==> src/rtl/gpio_irq_pkg.sv <==
package gpio_irq_pkg;
  localparam int unsigned NUM_PINS = 4;

  typedef enum logic {
    EDGE_FALL = 1'b0,
    EDGE_RISE = 1'b1
  } edge_sel_e;
endpackage

==> src/rtl/gpio_irq_edge.sv <==
module gpio_irq_edge
  import gpio_irq_pkg::*;
#(
  parameter int unsigned WIDTH = NUM_PINS
) (
  input  logic             clk_i,
  input  logic             rst_ni,
  input  logic [WIDTH-1:0] level_i,
  input  logic [WIDTH-1:0] dir_in_i,
  input  logic [WIDTH-1:0] irq_en_i,
  input  logic [WIDTH-1:0] edge_sel_i,
  output logic [WIDTH-1:0] evt_o
);
  logic [WIDTH-1:0] level_q;
  logic             armed_q;

  // armed_q blocks the first compare after reset (level at release is no edge)
  always_ff @(posedge clk_i or negedge rst_ni) begin
    if (!rst_ni) begin
      level_q <= '0;
      armed_q <= 1'b0;
    end else begin
      level_q <= level_i;
      armed_q <= 1'b1;
    end
  end

  for (genvar g = 0; g < WIDTH; g++) begin : g_pin
    edge_sel_e sel;
    logic      rise, fall, hit;
    always_comb begin
      sel   = edge_sel_e'(edge_sel_i[g]);
      rise  = level_i[g] & ~level_q[g];
      fall  = ~level_i[g] & level_q[g];
      hit   = (sel == EDGE_RISE) ? rise : fall;
      evt_o[g] = armed_q & dir_in_i[g] & irq_en_i[g] & hit;
    end
  end
endmodule

==> src/rtl/gpio_irq_flags.sv <==
module gpio_irq_flags #(
  parameter int unsigned WIDTH = 4
) (
  input  logic             clk_i,
  input  logic             rst_ni,
  input  logic [WIDTH-1:0] set_i,
  input  logic [WIDTH-1:0] clr_i,
  output logic [WIDTH-1:0] flag_o
);
  logic [WIDTH-1:0] flag_q;

  // set has priority over clear
  always_ff @(posedge clk_i or negedge rst_ni) begin
    if (!rst_ni) flag_q <= '0;
    else         flag_q <= set_i | (flag_q & ~clr_i);
  end

  assign flag_o = flag_q;

  for (genvar g = 0; g < WIDTH; g++) begin : g_chk
    a_r6_sticky : assert property (@(posedge clk_i) disable iff (!rst_ni)
      flag_o[g] && !clr_i[g] |=> flag_o[g]);
    a_r6_clear : assert property (@(posedge clk_i) disable iff (!rst_ni)
      clr_i[g] && !set_i[g] |=> !flag_o[g]);
    a_r7_set_wins : assert property (@(posedge clk_i) disable iff (!rst_ni)
      set_i[g] |=> flag_o[g]);
  end
endmodule

==> src/rtl/gpio_irq_ctrl.sv <==
module gpio_irq_ctrl
  import gpio_irq_pkg::*;
#(
  parameter int unsigned PINS = NUM_PINS
) (
  input  logic            clk_i,
  input  logic            rst_ni,
  input  logic [PINS-1:0] pin_i,
  input  logic [PINS-1:0] dir_in_i,
  input  logic [PINS-1:0] irq_en_i,
  input  logic [PINS-1:0] edge_sel_i,
  input  logic [PINS-1:0] pin_clr_i,
  input  logic            wdt_en_i,
  input  logic            wdt_timeout_i,
  input  logic            wdt_clr_i,
  input  logic            out_dis_i,
  output logic [PINS-1:0] pin_flag_o,
  output logic            wdt_flag_o,
  output logic            irq_pull_o
);
  logic [PINS-1:0] pin_evt;
  logic            wdt_evt;
  logic            any_flag;

  gpio_irq_edge #(.WIDTH(PINS)) u_edge (
    .clk_i      (clk_i),
    .rst_ni     (rst_ni),
    .level_i    (pin_i),
    .dir_in_i   (dir_in_i),
    .irq_en_i   (irq_en_i),
    .edge_sel_i (edge_sel_i),
    .evt_o      (pin_evt)
  );

  gpio_irq_flags #(.WIDTH(PINS)) u_pin_flags (
    .clk_i  (clk_i),
    .rst_ni (rst_ni),
    .set_i  (pin_evt),
    .clr_i  (pin_clr_i),
    .flag_o (pin_flag_o)
  );

  assign wdt_evt = wdt_timeout_i & wdt_en_i;

  gpio_irq_flags #(.WIDTH(1)) u_wdt_flag (
    .clk_i  (clk_i),
    .rst_ni (rst_ni),
    .set_i  (wdt_evt),
    .clr_i  (wdt_clr_i),
    .flag_o (wdt_flag_o)
  );

  assign any_flag   = (|pin_flag_o) | wdt_flag_o;
  assign irq_pull_o = any_flag & ~out_dis_i;

  a_r9_released : assert property (@(posedge clk_i) disable iff (!rst_ni)
    out_dis_i |-> !irq_pull_o);
  a_r9_idle : assert property (@(posedge clk_i) disable iff (!rst_ni)
    (pin_flag_o == '0) && !wdt_flag_o |-> !irq_pull_o);
  a_r8_wdt_gate : assert property (@(posedge clk_i) disable iff (!rst_ni)
    $rose(wdt_flag_o) |-> $past(wdt_en_i && wdt_timeout_i));

  for (genvar g = 0; g < PINS; g++) begin : g_chk
    a_r3_r4_qualified : assert property (@(posedge clk_i) disable iff (!rst_ni)
      $rose(pin_flag_o[g]) |-> $past(dir_in_i[g] && irq_en_i[g]));
    a_r2_edge_seen : assert property (@(posedge clk_i) disable iff (!rst_ni)
      $rose(pin_flag_o[g]) |-> $past(pin_i[g]) != $past(pin_i[g], 2));
  end
endmodule

==> config.mk <==
export PLATFORM = sky130hd
export DESIGN_NAME = gpio_irq_ctrl
export DESIGN_NICKNAME = d
export VERILOG_FILES = /design/src/rtl/gpio_irq_pkg.sv /design/src/rtl/gpio_irq_edge.sv /design/src/rtl/gpio_irq_flags.sv /design/src/rtl/gpio_irq_ctrl.sv
export SDC_FILE = /design/constraint.sdc
export NUM_CORES = 1
export LEC_CHECK = 0
export BUFFER_PORTS_ARGS = -buffer_cell sky130_fd_sc_hd__buf_4
export CAP_MARGIN = 5
export CORE_AREA = 2 2 39 41
export CTS_CLUSTER_SIZE = 20
export DETAILED_ROUTE_END_ITERATION = 12
export DIE_AREA = 0 0 41 43
export PLACE_DENSITY = 0.66
export SETUP_SLACK_MARGIN = 0.4
export SYNTH_ARGS = -nofsm -noshare
export SYNTH_HDL_FRONTEND = slang
export SYNTH_SLANG_ARGS = --single-unit
==> constraint.sdc <==
create_clock -name clk_i -period 1.8 [get_ports clk_i]
set_input_delay 0.45 -clock clk_i [delete_from_list [all_inputs] [get_ports clk_i]]
set_output_delay 0.45 -clock clk_i [all_outputs]
set_load 0.01 [all_outputs]
==> run summary, run 1 <==
Top cell type by total area after synthesis = dfrtp_1
Share of cells above drive strength 1 = 52.6%
DRC = 0
Antenna violations before repair = 0
Status = completed
Cells after Synth = 40
FF-to-FF path depth = 4
Final slew viol count = 0
Fmax = 610 MHz
Required time worst endpoint = 1350 ps
Area Growth Syn to Fin = 76.0%
Finished Cell Area = 751 um^2
Clk_skew = 7.37 ps
Vias in the first global route = 387
Element type at the critical path end = output port
Half-perimeter wire length after placement = 771 um
DP Area = 679 um^2
Final setup fails = 0
Initial Util = 30.8%
LEAKAGE = 0.370 nW
GP Congestion = 0.586
Syn nets = 66
Setup tns final = 0 ps
CTS clock-pin slew for the worst setup and hold paths = 70 ps
Final Cycle Share = 91.1%
Max-Cap Viols = 0
Worst-path cell chain = nor4_2, a21oi_1, buf_4
Yosys top cell area share = 58.7%
Critical path arrival = 1190 ps
HP Class = in2reg
Top Family by Delay on Critical Path = flip-flops
Clock Path Buffers = 2
I/O Buffers = 31
Die span in y = 43 um
Max incr delay on CP = 400 ps
Post-route ant nets = 0
Synth warn = 0
CTS sink count = 10
Grt ovf = 0
GRT Overall Usage = 12.6%
CTS tree = yes
Synth area leaders = dfrtp_1 (59%), nor3b_2 (8.8%), a21oi_1 (5.9%)
Die W = 41 um
Die ar. = 0.00176 mm^2
First-pass DRT Iterations = 2
Total number of vias = 437
Syn_area_per_cell = 10.7 um^2
Startpoint type of the worst setup path = flip-flop
Hold depth = 1
Num CTS Buffers = 3
Largest net degree at the start of global routing = 11
Routed length per placed instance = 10.9 um
Synth Register Bits = 10
Unrepaired setup endpoints after global routing = yes
Register area share after synthesis = 58.7%
1st-iter DRT viols = 1
Diode count = 0
Yosys cell types = 13
CP max FO = 2
Worst path depth = 3
Core Area = 0.00138 mm^2
Clk root buf = clkbuf_4
# H-tree levels = 1
Crit path buf inv count = 1
Post-Route WL = 1.02 mm
Max rail drop VDD = 0.320 mV
Skew-Pair Late Insertion Delay = 270 ps
Hold Violations, Final = 0
Via density = 4.65
Global-route wire length before repair = 1.40 mm
Crit path max-delay cell type = dfrtp_1
Fin crit period = 1640 ps
Top Ports = 32
Mapped cell area = 427 um^2
# rows = 14
Total Nets Final = 105
Critical path class = reg2out
Pwr dens = 724 mW/mm^2
what timing repair did:
action,4_1_cts,5_1_grt
hold buffers,1,0
gates resized for setup,0,2
setup buffers,1,1
cloned,0,0
setup endpoints to repair,1,2
pin swaps,2,0
endpoints found under the hold margin,10,0
cell usage in the layout, fill, tap and decap left out, drive strengths merged, types with 3 or more instances in the layout:
cell / Yosys / routed
inv: 5 / 5
dfrtp: 10 / 10
a21oi: 5 / 5
o22ai: 4 / 4
nor2b: 3 / 3
nor3b: 3 / 3
clkbuf: 0 / 4
nand3: 4 / 4
buf: 0 / 33
through the flow:
step | hold slack [ps] | setup WS (ps) | utilization (%) | std cells | total power, mW
after floorplan | 154 | 546 | - | 40 | 0.271
after global placement | 284 | 450 | 49.1 | 87 | 0.335
after detailed placement | 283 | 472 | 49.1 | 87 | 0.337
after CTS | 291 | 173 | 53.0 | 93 | 0.545
after global routing | 292 | 95.0 | 54.2 | 94 | 0.571
final | 300 | 160 | 54.2 | 94 | 0.544
worst register-to-register path: stages (launching register included):
cell and delay (ps):
dfrtp_1 400, buf_4 140, buf_4 130, inv_1 40
o21ai_0 70
sequential cells by signal (all words and copies together), names as in the netlist:
name and cells:
u_edge.level_q 4, u_pin_flags.flag_o 4, u_edge.armed_q 1, u_wdt_flag.flag_o 1
per-layer routing:
layer | up-vias | wire length (um) | share of wire, % | track usage, %
li1 | 213 | - | - | -
met1 | 196 | 351 | 34 | 10.5
met2 | 24 | 468 | 46 | 20.0
met3 | 4 | 156 | 15 | 5.76
met4 | 0 | 44 | 4.3 | 12.0
met5 | - | 0 | 0 | 0
cells by family after synthesis:
kind of cell	Yosys count	share of synthesized area (%)
and+or+nand+nor	14	23.2
buffers and inverters	5	4.40
other	1	0.879
AOI/OAI and AO/OA	10	12.9
DFF	10	58.7
worst paths after layout:
check / startpoint / end / slack [ps]
max in group asynchronous: rst_ni / u_pin_flags.flag_o[0] / 1120
min in group asynchronous: rst_ni / u_edge.level_q[3] / 540
max reg2reg: u_wdt_flag.flag_o / u_wdt_flag.flag_o / 910
min reg2reg: u_edge.level_q[2] / u_pin_flags.flag_o[2] / 570
max: u_wdt_flag.flag_o / irq_pull_o / 160
min: pin_i[2] / u_edge.level_q[2] / 300
cells in the mapped netlist:
cell and n:
nor4_1 1, nand2_1 1, dfrtp_1 10, and3b_1 1, a21oi_1 5, nor2_1 1, o21ai_0 1, nor3b_2 3
inv_1 5, nor2b_1 3, nand3_1 4, o22ai_1 4, conb_1 1
where the power goes:
group | switching (mW) | leakage, nW | internal, mW
clock | 0.0770 | 0.0210 | 0.123
combinational | 0.0342 | 0.223 | 0.0658
sequential | 0.00796 | 0.125 | 0.236
final cells by class:
| type | instances | area, um^2 |
|---|---|---|
| Inverter | 5 | 18.8 |
| Tap cell | 16 | 20.0 |
| Timing Repair Buffer | 34 | 262 |
| Clock buffer | 4 | 36.3 |
| Fill cell | 133 | 633 |
| Multi-Input combinational cell | 25 | 164 |
| Sequential cell | 10 | 250 |
Note: power is estimated with default switching activity, not from simulation.
==> run 2, diff against run 1 <==
--- a/constraint.sdc
+++ b/constraint.sdc
@@ -3,2 +3,2 @@
 set_output_delay 0.45 -clock clk_i [all_outputs]
-set_load 0.01 [all_outputs]
+set_load 0.02 [all_outputs]
==> run summary, run 2 (synthesis results as in run 1) <==
Total number of vias = 428 (was 437)
Pwr dens = 724 mW/mm^2 (about the same)
Vias in the first global route = 392 (was 387)
GP Congestion = 0.586 (about the same)
CTS clock-pin slew for the worst setup and hold paths = 60 ps (was 70 ps)
LEAKAGE = 0.371 nW (was 0.370 nW)
FF-to-FF path depth = 4 (unchanged)
Fin crit period = 1610 ps (was 1640 ps)
FF-to-FF setup slack = 940 ps (was 910 ps)
# H-tree levels = 1 (unchanged)
Initial Util = 30.8% (unchanged)
HP Class = in2reg (unchanged)
CP max FO = 2 (unchanged)
Clk_skew = 0.239 ps (was 7.37 ps)
Comb power frac = 19.7% (was 18.4%)
Fill cells = 127 (was 133)
Num CTS Buffers = 3 (unchanged)
CTS sink count = 10 (unchanged)
Max incr delay on CP = 390 ps (was 400 ps)
I/O Buffers = 31 (unchanged)
RR Endpoint = u_wdt_flag.flag_o (unchanged)
Grt ovf = 0 (unchanged)
Final Cycle Share = 89.3% (was 91.1%)
Flop pwr share = 44.6% (was 44.9%)
DRC = 0 (unchanged)
Startpoint type of the worst setup path = flip-flop (unchanged)
First-pass DRT Iterations = 4 (was 2)
Global-route wire length before repair = 1.45 mm (was 1.40 mm)
Unrepaired setup endpoints after global routing = yes (unchanged)
Top Usage Layer GRT = met2 (unchanged)
Antenna violations before repair = 0 (unchanged)
Hold Startpoint = pin_i[2] (unchanged)
1st-iter DRT viols = 3 (was 1)
Die W = 41 um (unchanged)
Half-perimeter wire length after placement = 788 um (was 771 um)
Internal cell power = 426 uW (was 425 uW)
Critical path arrival = 1160 ps (was 1190 ps)
Hold depth = 1 (unchanged)
Share of cells above drive strength 1 = 52.6% (unchanged)
Commonest non-fill, non-tap cell in the layout = buf_4 (unchanged)
Post-Route WL = 1.00 mm (was 1.02 mm)
Crit path buf inv count = 1 (unchanged)
Fmax = 622 MHz (was 610 MHz)
Required time worst endpoint = 1350 ps (about the same)
M1 GR Usage = 11.1% (was 10.5%)
Worst-path cell chain = nor4_2, a21oi_1, buf_4 (unchanged)
Core Area = 0.00138 mm^2 (unchanged)
Worst Setup Slack, final = 193 ps (was 160 ps)
CTS tree = yes (unchanged)
Clk root buf = clkbuf_4 (unchanged)
# rows = 14 (unchanged)
Met3 Use GR = 4.19% (was 5.76%)
Max-Cap Viols = 0 (unchanged)
Post-route ant nets = 0 (unchanged)
Most frequent cells in the layout = buf_4 (31), dfrtp_1 (10), inv_1 (5), a21oi_1 (5) (was buf_4 (32), dfrtp_1 (10), inv_1 (5), a21oi_1 (5))
Largest net degree at the start of global routing = 11 (unchanged)
Element type at the critical path end = output port (unchanged)
Critical path class = reg2out (unchanged)
Via density = 4.55 (was 4.65)
Die span in y = 43 um (unchanged)
Area Growth Syn to Fin = 76.8% (was 76.0%)
Crit path max-delay cell type = dfrtp_1 (unchanged)
Hold path endpoint = u_edge.level_q[2] (unchanged)
Top Family by Delay on Critical Path = flip-flops (unchanged)
Final slew viol count = 0 (unchanged)
Max rail drop VDD = 0.353 mV (was 0.320 mV)
Top Ports = 32 (unchanged)
Final setup fails = 0 (unchanged)
Setup tns final = 0 ps (unchanged)
Skew-Pair Late Insertion Delay = 260 ps (was 270 ps)
Diode count = 0 (unchanged)
Psw = 120 uW (was 119 uW)
GRT met2 Usage = 21.3% (was 20.0%)
Total Nets Final = 105 (unchanged)
Hold Violations, Final = 0 (unchanged)
Clock Path Buffers = 2 (unchanged)
Status = completed (unchanged)
Routed length per placed instance = 10.6 um (was 10.9 um)
GRT Overall Usage = 12.9% (was 12.6%)
Worst r2r src = u_wdt_flag.flag_o (unchanged)
Die ar. = 0.00176 mm^2 (unchanged)
Post-Place Setup Slack = 456 ps (was 472 ps)
Switching share of power = 22.0% (was 21.9%)
Clk pwr share = 35.7% (was 36.8%)
-- run 2: cell types whose count changed in the layout (fill, tap and decap cells not counted) --
cell   before  now
buf_4      32   31
buf_6       1    2
-- run 2: power groups by stage --
stage | logic, mW | clock network [mW] | registers (mW)
after floorplan | 0.0237 | 0 | 0.253
after global placement | 0.0946 | 0 | 0.247
after detailed placement | 0.0952 | 0 | 0.248
after CTS | 0.101 | 0.205 | 0.243
after global routing | 0.118 | 0.215 | 0.245
final | 0.108 | 0.195 | 0.244
-- run 2: what timing repair did --
action,CTS,global route
gates resized for setup,0,3
hold buffers,1,0
endpoints found under the setup margin,1,2
buffers inserted,1,1
pin swaps,2,0
endpoints found under the hold margin,10,0
-- run 2: worst max-delay path by stage --
stage                           from    endpoint  depth (start not counted)
3_3_place_gp   u_pin_flags.flag_o[1]  irq_pull_o                          3
2_1_floorplan  u_pin_flags.flag_o[1]  irq_pull_o                          2
4_1_cts            u_wdt_flag.flag_o  irq_pull_o                          3
6_report           u_wdt_flag.flag_o  irq_pull_o                          3
5_1_grt            u_wdt_flag.flag_o  irq_pull_o                          3
3_5_place_dp   u_pin_flags.flag_o[1]  irq_pull_o                          3
-- run 2: per-layer routing --
layer	routed length, um	vias to the layer above
met5	0	-
met4	10	0
met3	159	2
met2	476	24
met1	354	187
li1	-	215
-- run 2: layout make-up --
type	count	area (um^2)	area share, %
repair buffers	34	265	35.2
flip-flops and latches	10	250	33.2
multi-input cells	25	164	21.7
clock buffers	4	36.3	4.81
well taps	16	20.0	2.65
inverters	5	18.8	2.49
-- run 2: metrics by stage --
step | instances | utilization (%) | cell area, um^2 | hold slack [ps] | power (mW)
6_report | 94 | 54.5 | 754 | 312 | 0.546
5_1_grt | 94 | 54.5 | 754 | 305 | 0.577
4_1_cts | 93 | 53.0 | 733 | 301 | 0.549
3_5_place_dp | 87 | 49.1 | 679 | 283 | 0.343
3_3_place_gp | 87 | 49.1 | 679 | 284 | 0.342
2_1_floorplan | 40 | - | 427 | 154 | 0.277
-- run 2: worst reg2reg max path, stage by stage, from the launching register on --
cell and delay (ps):
dfrtp_1 390, buf_4 140, buf_6 110, inv_1 40, o21ai_0 70
